[src/rtl/tagret_pkg.sv]
package tagret_pkg;
  localparam int TAG_W      = 4;
  localparam int CFG_W      = 32;
  localparam int TAG_LSB    = 0;
  localparam int MASK_LSB   = 8;
  localparam int TAGEN_BIT  = 24;
  localparam int PRECISE_BIT = 25;

  typedef struct packed {
    logic             precise;
    logic             tag_en;
    logic [TAG_W-1:0] mask;
    logic [TAG_W-1:0] tag_val;
  } ctl_t;

  function automatic ctl_t unpack_ctl(input logic [CFG_W-1:0] w);
    ctl_t c;
    c.tag_val = w[TAG_LSB +: TAG_W];
    c.mask    = w[MASK_LSB +: TAG_W];
    c.tag_en  = w[TAGEN_BIT];
    c.precise = w[PRECISE_BIT];
    return c;
  endfunction
endpackage

[src/rtl/tag_stamp.sv]
module tag_stamp
  import tagret_pkg::*;
(
  input  logic             clk,
  input  logic             rst_n,
  input  logic             valid,
  input  logic             hit,
  input  logic             replay,
  input  logic             tag_en,
  input  logic [TAG_W-1:0] tag_val,
  output logic [TAG_W-1:0] tag
);
  logic allow;

  always_comb begin
    allow = valid & hit & (~replay | tag_en);
    tag   = allow ? tag_val : '0;
  end

  // replay-class operations stay untagged while tagging is disabled
  assert_replay_gate_R4: assert property (@(posedge clk) disable iff (!rst_n)
    (replay && !tag_en) |-> (tag == '0));
  // operations without a hit carry no tag
  assert_no_hit_R3: assert property (@(posedge clk) disable iff (!rst_n)
    (!valid || !hit) |-> (tag == '0));
endmodule

[src/rtl/retire_match.sv]
module retire_match
  import tagret_pkg::*;
(
  input  logic             clk,
  input  logic             rst_n,
  input  logic             valid,
  input  logic             good,
  input  logic [TAG_W-1:0] tag,
  input  logic [TAG_W-1:0] mask,
  output logic             inc
);
  logic [TAG_W-1:0] sel;

  always_comb begin
    sel = tag & mask;
    inc = valid & good & (|sel);
  end

  // a bad-path retirement never requests an increment
  assert_bad_path_R7: assert property (@(posedge clk) disable iff (!rst_n)
    (!good || !valid) |-> !inc);
  // an empty tag never requests an increment
  assert_empty_tag_R6: assert property (@(posedge clk) disable iff (!rst_n)
    (tag == '0) |-> !inc);
endmodule

[src/rtl/evt_counter.sv]
module evt_counter #(
  parameter int CNT_W = 40
) (
  input  logic             clk,
  input  logic             rst_n,
  input  logic             inc,
  input  logic             ld,
  input  logic [CNT_W-1:0] ld_val,
  input  logic             precise,
  output logic [CNT_W-1:0] count,
  output logic             ovf,
  output logic             sample
);
  logic [CNT_W:0]   sum;
  logic [CNT_W-1:0] cnt_q, cnt_d;
  logic             cnt_en, wrap;
  logic             ovf_q, smp_q;

  always_comb begin
    sum    = {1'b0, cnt_q} + {{CNT_W{1'b0}}, 1'b1};
    cnt_en = ld | inc;
    cnt_d  = cnt_q;
    wrap   = 1'b0;
    if (ld) begin
      cnt_d = ld_val;
    end else if (inc) begin
      cnt_d = sum[CNT_W-1:0];
      wrap  = sum[CNT_W];
    end
  end

  always_ff @(posedge clk or negedge rst_n) begin
    if (!rst_n) begin
      cnt_q <= '0;
      ovf_q <= 1'b0;
      smp_q <= 1'b0;
    end else begin
      if (cnt_en) cnt_q <= cnt_d;
      ovf_q <= wrap;
      smp_q <= wrap & precise;
    end
  end

  assign count  = cnt_q;
  assign ovf    = ovf_q;
  assign sample = smp_q;

  // the wrap pulse coincides with a zero count
  assert_wrap_zero_R11: assert property (@(posedge clk) disable iff (!rst_n)
    ovf |-> (count == '0));
  // one increment moves the count by exactly one
  assert_single_step_R8: assert property (@(posedge clk) disable iff (!rst_n)
    (inc && !ld) |=> (count == $past(count) + 1'b1));
  // without increment or load the count holds
  assert_hold_R7: assert property (@(posedge clk) disable iff (!rst_n)
    (!inc && !ld) |=> $stable(count));
  // a load wins over an increment
  assert_load_R10: assert property (@(posedge clk) disable iff (!rst_n)
    ld |=> (count == $past(ld_val)));
  // overflow is a single-cycle pulse
  assert_ovf_pulse_R11: assert property (@(posedge clk) disable iff (!rst_n)
    ovf |=> !ovf);
endmodule

[src/rtl/tagret_counter.sv]
module tagret_counter
  import tagret_pkg::*;
#(
  parameter int CNT_W = 40
) (
  input  logic             clk,
  input  logic             rst_n,
  input  logic             cfg_we,
  input  logic [31:0]      cfg_wdata,
  input  logic             up_valid,
  input  logic             up_hit,
  input  logic             up_replay,
  output logic [3:0]       up_tag,
  input  logic             rt_valid,
  input  logic             rt_good,
  input  logic [3:0]       rt_tag,
  input  logic             cnt_ld,
  input  logic [CNT_W-1:0] cnt_ld_val,
  output logic [CNT_W-1:0] count,
  output logic             ovf,
  output logic             sample_req
);
  ctl_t ctl_q, ctl_d;
  logic inc;

  always_comb begin
    ctl_d = cfg_we ? unpack_ctl(cfg_wdata) : ctl_q;
  end

  always_ff @(posedge clk or negedge rst_n) begin
    if (!rst_n) ctl_q <= '0;
    else        ctl_q <= ctl_d;
  end

  tag_stamp u_stamp (
    .clk     (clk),
    .rst_n   (rst_n),
    .valid   (up_valid),
    .hit     (up_hit),
    .replay  (up_replay),
    .tag_en  (ctl_q.tag_en),
    .tag_val (ctl_q.tag_val),
    .tag     (up_tag)
  );

  retire_match u_match (
    .clk   (clk),
    .rst_n (rst_n),
    .valid (rt_valid),
    .good  (rt_good),
    .tag   (rt_tag),
    .mask  (ctl_q.mask),
    .inc   (inc)
  );

  evt_counter #(.CNT_W(CNT_W)) u_cnt (
    .clk     (clk),
    .rst_n   (rst_n),
    .inc     (inc),
    .ld      (cnt_ld),
    .ld_val  (cnt_ld_val),
    .precise (ctl_q.precise),
    .count   (count),
    .ovf     (ovf),
    .sample  (sample_req)
  );

  // a sample request never appears without an overflow
  assert_sample_R12: assert property (@(posedge clk) disable iff (!rst_n)
    sample_req |-> ovf);
endmodule

[config.mk]
export PLATFORM = sky130hd
export DESIGN_NAME = tagret_counter
export DESIGN_NICKNAME = d
export VERILOG_FILES = /design/src/rtl/tagret_pkg.sv /design/src/rtl/tag_stamp.sv /design/src/rtl/retire_match.sv /design/src/rtl/evt_counter.sv /design/src/rtl/tagret_counter.sv
export SDC_FILE = /design/constraint.sdc
export NUM_CORES = 1
export LEC_CHECK = 0
export ABC_AREA = 1
export BUFFER_PORTS_ARGS = -buffer_cell sky130_fd_sc_hd__buf_2
export CAP_MARGIN = 25
export CORE_MARGIN = 1.5
export CORE_UTILIZATION = 54
export CTS_CLUSTER_DIAMETER = 40
export DETAILED_ROUTE_END_ITERATION = 7
export PLACE_DENSITY = 0.91
export REMOVE_ABC_BUFFERS = 1
export SLEW_MARGIN = 20
export SYNTH_ARGS = -nofsm -noshare
export SYNTH_HDL_FRONTEND = slang
export SYNTH_SLANG_ARGS = --single-unit
[constraint.sdc]
create_clock -name clk -period 3 [get_ports clk]
set_input_delay 0.15 -clock clk [delete_from_list [all_inputs] [get_ports clk]]
set_output_delay 0.15 -clock clk [all_outputs]
set_load 0.01 [all_outputs]
Word-level counts from Yosys, hierarchy flattened
Cells that the tools add are included.
- add/sub/neg operators: 1
- multiply operators: 0
- div/mod/pow operators: 0
- magnitude comparators: 0
- eq/ne operators: 0
- shift operators: 0
- multiplexer cells: 5
- bitwise logic cells: 9
- reduce and logical (&&, ||, !) cells: 3
- operators with widths (operator ; number):
    two-way mux 40 bit ; 2
    adder 40 x 1 -> 41 bit, second input constant ; 1
    bitwise AND 1 bit ; 5
    bitwise AND 4 bit ; 1
    two-way mux 4 bit ; 1
    OR reduction 4 bit ; 1
    two-way mux 1 bit ; 2
    OR 1 bit ; 2
    AND reduction 2 bit ; 1
    nonzero test 2 bit ; 1
    NOT 1 bit ; 1
- register bits: 52
- bits in latches: 0
- bits in writable memories: 0
- bits in read-only memories: 0
- bits of input ports: 85
- word-level logic and storage cells: 25
- memories: 0

Logic depth before layout (Yosys ltp)
- depth in word-level cells: 6
- depth in mapped cells: 10
- mapped depth without buffers: 10

Modules after synthesis
From an unflattened synthesis, not the netlist that was laid out.
- cells, all modules: 473
- area total of the unflattened synthesis: 3382.0 µm²
- by module, submodules not included (module ; times used ; cells each ; area an instance (µm²) ; seq. area each (µm²)):
    evt_counter ; 1 ; 409 ; 2919.0 ; 1051.0
    tagret_counter ; 1 ; 42 ; 377.9 ; 250.2
    tag_stamp ; 1 ; 13 ; 51.3 ; 0.0
    retire_match ; 1 ; 9 ; 33.8 ; 0.0

Worst setup path before layout
OpenSTA, ideal clock, no wires.
- path type: reg2reg
- start: reg u_cnt.cnt_q[0] (netlist: u_cnt.count[0])
- end: reg u_cnt.cnt_q[24] (netlist: u_cnt.count[24])
- arrival time: 1434 ps
- required time: 2883 ps
- setup slack: 1450 ps
- stages on the path, launching flop included: 10
- path buffers: 0
- cells stage by stage: dfrtp_1 ha_1 nand2_2 nor2_4 nand2_4 nor2_4 nand2_2 xnor2_2 nand2_1 nand2_1
- longest elaborated chain between the ends: 3
- ends and longest elaborated chain (element ; line ; RTL):
    start, declared ; evt_counter.sv:15 ; logic [CNT_W-1:0] cnt_q, cnt_d;
    start signal, assigned ; evt_counter.sv:38 ; if (cnt_en) cnt_q <= cnt_d;
    adder 40 x 1 -> 41 bit ; evt_counter.sv:20 ; sum = {1'b0, cnt_q} + {{CNT_W{1'b0}}, 1'b1};
    two-way mux 40 bit ; evt_counter.sv:26 ; end else if (inc) begin
    two-way mux 40 bit ; evt_counter.sv:24 ; if (ld) begin
Every way passes these cells. The select of a mux whose other input is x is not followed.
A chain may end at the register's enable or synchronous reset.

Worst setup path in the final report
- start: reg ctl_q[5] in the netlist's numbering
- end: reg u_cnt.cnt_q[37] (netlist: u_cnt.count[37])
- longest elaborated chain between the ends: 5
- ends and longest elaborated chain (element ; line ; RTL):
    start, declared ; tagret_counter.sv:23 ; ctl_t ctl_q, ctl_d;
    start signal, assigned ; tagret_counter.sv:32 ; else ctl_q <= ctl_d;
    bitwise AND 4 bit * ; retire_match.sv:15 ; sel = tag & mask;
    OR reduction 4 bit * ; retire_match.sv:16 ; inc = valid & good & (|sel);
    bitwise AND 1 bit * ; retire_match.sv:16 ;
    nonzero test 2 bit (no source line) / OR 1 bit (equally long branches) ; n/a ;
    AND reduction 2 bit (no source line) * ; n/a ;
Every way passes the cells marked *; elsewhere a longest branch is shown, timed or not.

==> qor.csv <==
stage,metric,value,unit
status,status,finished with violations,
status,violated checks,DRC,
worst_setup_path,"Slowest-stage cell, CP",inv_1,
finish,n_diodes,0,
clock_network,Sink Count,52,
drt,WL met2,4.76,mm
worst_setup_path,CP Launch Type,flip-flop,
pwr,Pwr Total,0.00183,W
clock_network,Worst-path clk slew,0.10,ns
drt,DRT iter0 DRCs,206,
die,die width,85,um
sta,Max-slew headroom,0.660,
synthesis,"area leader, netlist",dfrtp_1,
hold_path,HP Class,in -> reg,
drt,top sig layer,met4,
run,# Max-Cap Violations,0,
worst_setup_path,crit path DAT,2.30,ns
pwr,Reg power frac,0.483,
placement,Placer Congestion,0.912,
drt,drt drc,3,
worst_setup_path,Critical Path Sink Type,flip-flop,
pwr,Clk pwr share,0.275,
synthesis,share of flip-flops with an asynchronous set or reset,1.00,
synthesis,Post-Synthesis Cells,541,
pwr,Sw Pwr,0.000626,W
finish,Finished Cell Area,4380,um^2
pwr,part of the power in combinational logic,0.242,
global_routing,initial antenna violation count,0,
synthesis,top cell type's share of synthesized area,0.358,
drt,met3 wire len,612,um
worst_setup_path,Worst Path Max Fanout,16,
hold_path,Cells on Worst Hold Path,3,
clock_network,CTS Buf Count,5,
placement,placed cell area,4230,um^2
worst_setup_path,crit path cell chain,nand2_1 > nand2_1 > nor2_1 > nor2_1 > nand2_1 > inv_1 > buf_4 > nand3_1 > nand2_1,
placement,port bufs,108,
synthesis,"Seq/Total Area, Yosys",0.358,
pwr,Max VDD drop,0.000243,V
drt,routed vias/inst,5.24,
clock_network,CTS Hold Bufs,0,
die,Cell Rows,29,
clock_network,CTS tree,built,
clock_network,clk root buf,clkbuf_8,
sta,fmax,489,MHz
synthesis,Most used DFF post-synth,dfrtp_1,
drt,ANT nets after route,0,
synthesis,largest cells by area after synthesis,"dfrtp_1, nand2_1, inv_1, nand3_1, nor2_1",
finish,Area Overhead vs Synth,20.5,%
drt,WL/cell,13.6,um
global_routing,pin count of the biggest net entering global routing,43,
die,Die Height,85,um
worst_setup_path,max incr delay on CP,0.48,ns
global_routing,number of global-route vias before repair,3699,
synthesis,most instantiated cells after synthesis,"nand2_1, inv_1, dfrtp_1",
synthesis,top-count cell post-synth,nand2_1,
die,total core area,6420,um^2
synthesis,warnings from Yosys,0,
sta,"Period Utilization, post-route",0.682,
synthesis,Synth cell types,30,
synthesis,Yosys reg bits,52,
sta,RSZ-0062 raised after global routing,no,
sta,Final min period,2.05,ns
synthesis,Post-synth EDFFs,0,
drt,DRT Wirelength,9.91,mm
clock_network,PostCTS Resize Cnt,0,
synthesis,Synth Area per Inst,6.71,um^2
pwr,Pleak,2.33,nW
sta,Fin. Hold Viols,0,
global_routing,first-pass GRT wire length,16.7,mm
global_routing,total congestion overflow,0,
drt,met1 WL,4.38,mm
worst_setup_path,r2r setup slk,0.95,ns
worst_setup_path,critical path required time,3.26,ns
finish,nets@finish,734,
clock_network,post-CTS setup buffers,0,
pwr,Int Power,0.00121,W
sta,final setup vio count,0,
drt,TritonRoute pass-1 iters,7,
global_routing,overall routing resource usage,0.289,
placement,Post-DP HPWL,7.52,mm
clock_network,Clock Latency Late Sink,0.32,ns
die,boundary pin count,131,
sta,clock skew,0.0128,ns
finish,share of post-route cells with drive strength above 1,0.248,
drt,via count,3804,
pwr,power density over the cells,419,nW/um^2
clock_network,CTS Buffer Depth,2,
synthesis,cell area after synthesis,3630,um^2
sta,Slew @ Worst Pin,0.509,ns
sta,Fin Setup TNS,0,ns
worst_setup_path,R2R cell count,9,
die,Starting Density,0.565,
worst_setup_path,WS Path Type,reg -> reg,
pwr,Sw Ratio,0.341,
sta,"Slew Viols, Final",0,
die,Die Outline Area,7230,um^2
clock_network,H-Tree Depth,2,
worst_setup_path,"Top cell by count, worst path",nand2_1,
placed cells by master (no fill, tap or decap), drive strengths merged, types with 9 or more instances in the layout:
| cell | instances |
|---|---|
| dfrtp | 52 |
| xnor2 | 10 |
| nand3 | 45 |
| nor2 | 68 |
| inv | 65 |
| o211ai | 9 |
| nand4 | 11 |
| xor2 | 11 |
| buf | 113 |
| nand2 | 226 |
| o21ai | 15 |
stage by stage:
step,utilization,hold slack (ns),instances,worst slack (ns)
after floorplan,-,-0.146,527,1.17
after global placement,0.659,0.351,716,0.977
after detailed placement,0.659,0.361,716,0.947
after CTS,0.677,0.0246,724,0.915
after global routing,0.681,0.0486,726,0.723
final,0.681,0.0403,726,0.953
cell type report:
type	count	area, um^2
Clock inverter	3	42.5
Sequential cell	52	1300
Clock buffer	5	68.8
Timing Repair Buffer	114	601
Tap cell	77	96.3
Fill cell	589	2050
Inverter	65	244
Multi-Input combinational cell	410	2020
sequential cells by signal, indices dropped and copies added, names as in the netlist:
name	count
u_cnt.count	40
ctl_q	10
u_cnt.ovf	1
u_cnt.sample	1
worst paths after layout:
check	startpoint	endpoint
setup / recovery	ctl_q[5]$_DFFE_PN0P_	u_cnt.count[37]$_DFFE_PN0P_
hold / removal	cfg_wdata[24]	ctl_q[8]$_DFFE_PN0P_
setup reg to reg	ctl_q[5]$_DFFE_PN0P_	u_cnt.count[37]$_DFFE_PN0P_
hold reg to reg	ctl_q[4]$_DFFE_PN0P_	ctl_q[4]$_DFFE_PN0P_
max in group asynchronous	rst_n	u_cnt.count[1]$_DFFE_PN0P_
min in group asynchronous	rst_n	u_cnt.count[25]$_DFFE_PN0P_
worst max-delay path, delay by kind of cell (launching register included):
kind	cells	cell delay (ns)
and+or+nand+nor	7	0.83
buffers and inverters	2	0.79
DFF	1	0.36
cell families (layout without fill, tap and decap cells):
logic type / count (synthesis) / in the layout / synth area share
and+or+nand+nor: 356 / 356 / 0.437
DFF: 52 / 52 / 0.358
xor gates and xnor gates: 21 / 21 / 0.0548
AOI/OAI and AO/OA: 28 / 28 / 0.0489
adders and majority gates: 1 / 1 / 0.00345
muxes: 4 / 4 / 0.0124
buffers and inverters: 79 / 187 / 0.0848
layer usage:
layer	global-route usage	vias up
met5	0	-
met4	0.0879	0
met3	0.0467	20
met2	0.491	133
met1	0.380	1765
li1	-	1886
power by group through the flow:
stage	Clock (W)	Combinational (W)	Sequential [W]
3_3_place_gp	0	0.000424	0.000892
6_report	0.000504	0.000443	0.000886
5_1_grt	0.000527	0.000501	0.000899
4_1_cts	0.000508	0.000443	0.000884
3_5_place_dp	0	0.000440	0.000898
2_1_floorplan	0	0.000229	0.000900
(Power assumes the default switching activity.)
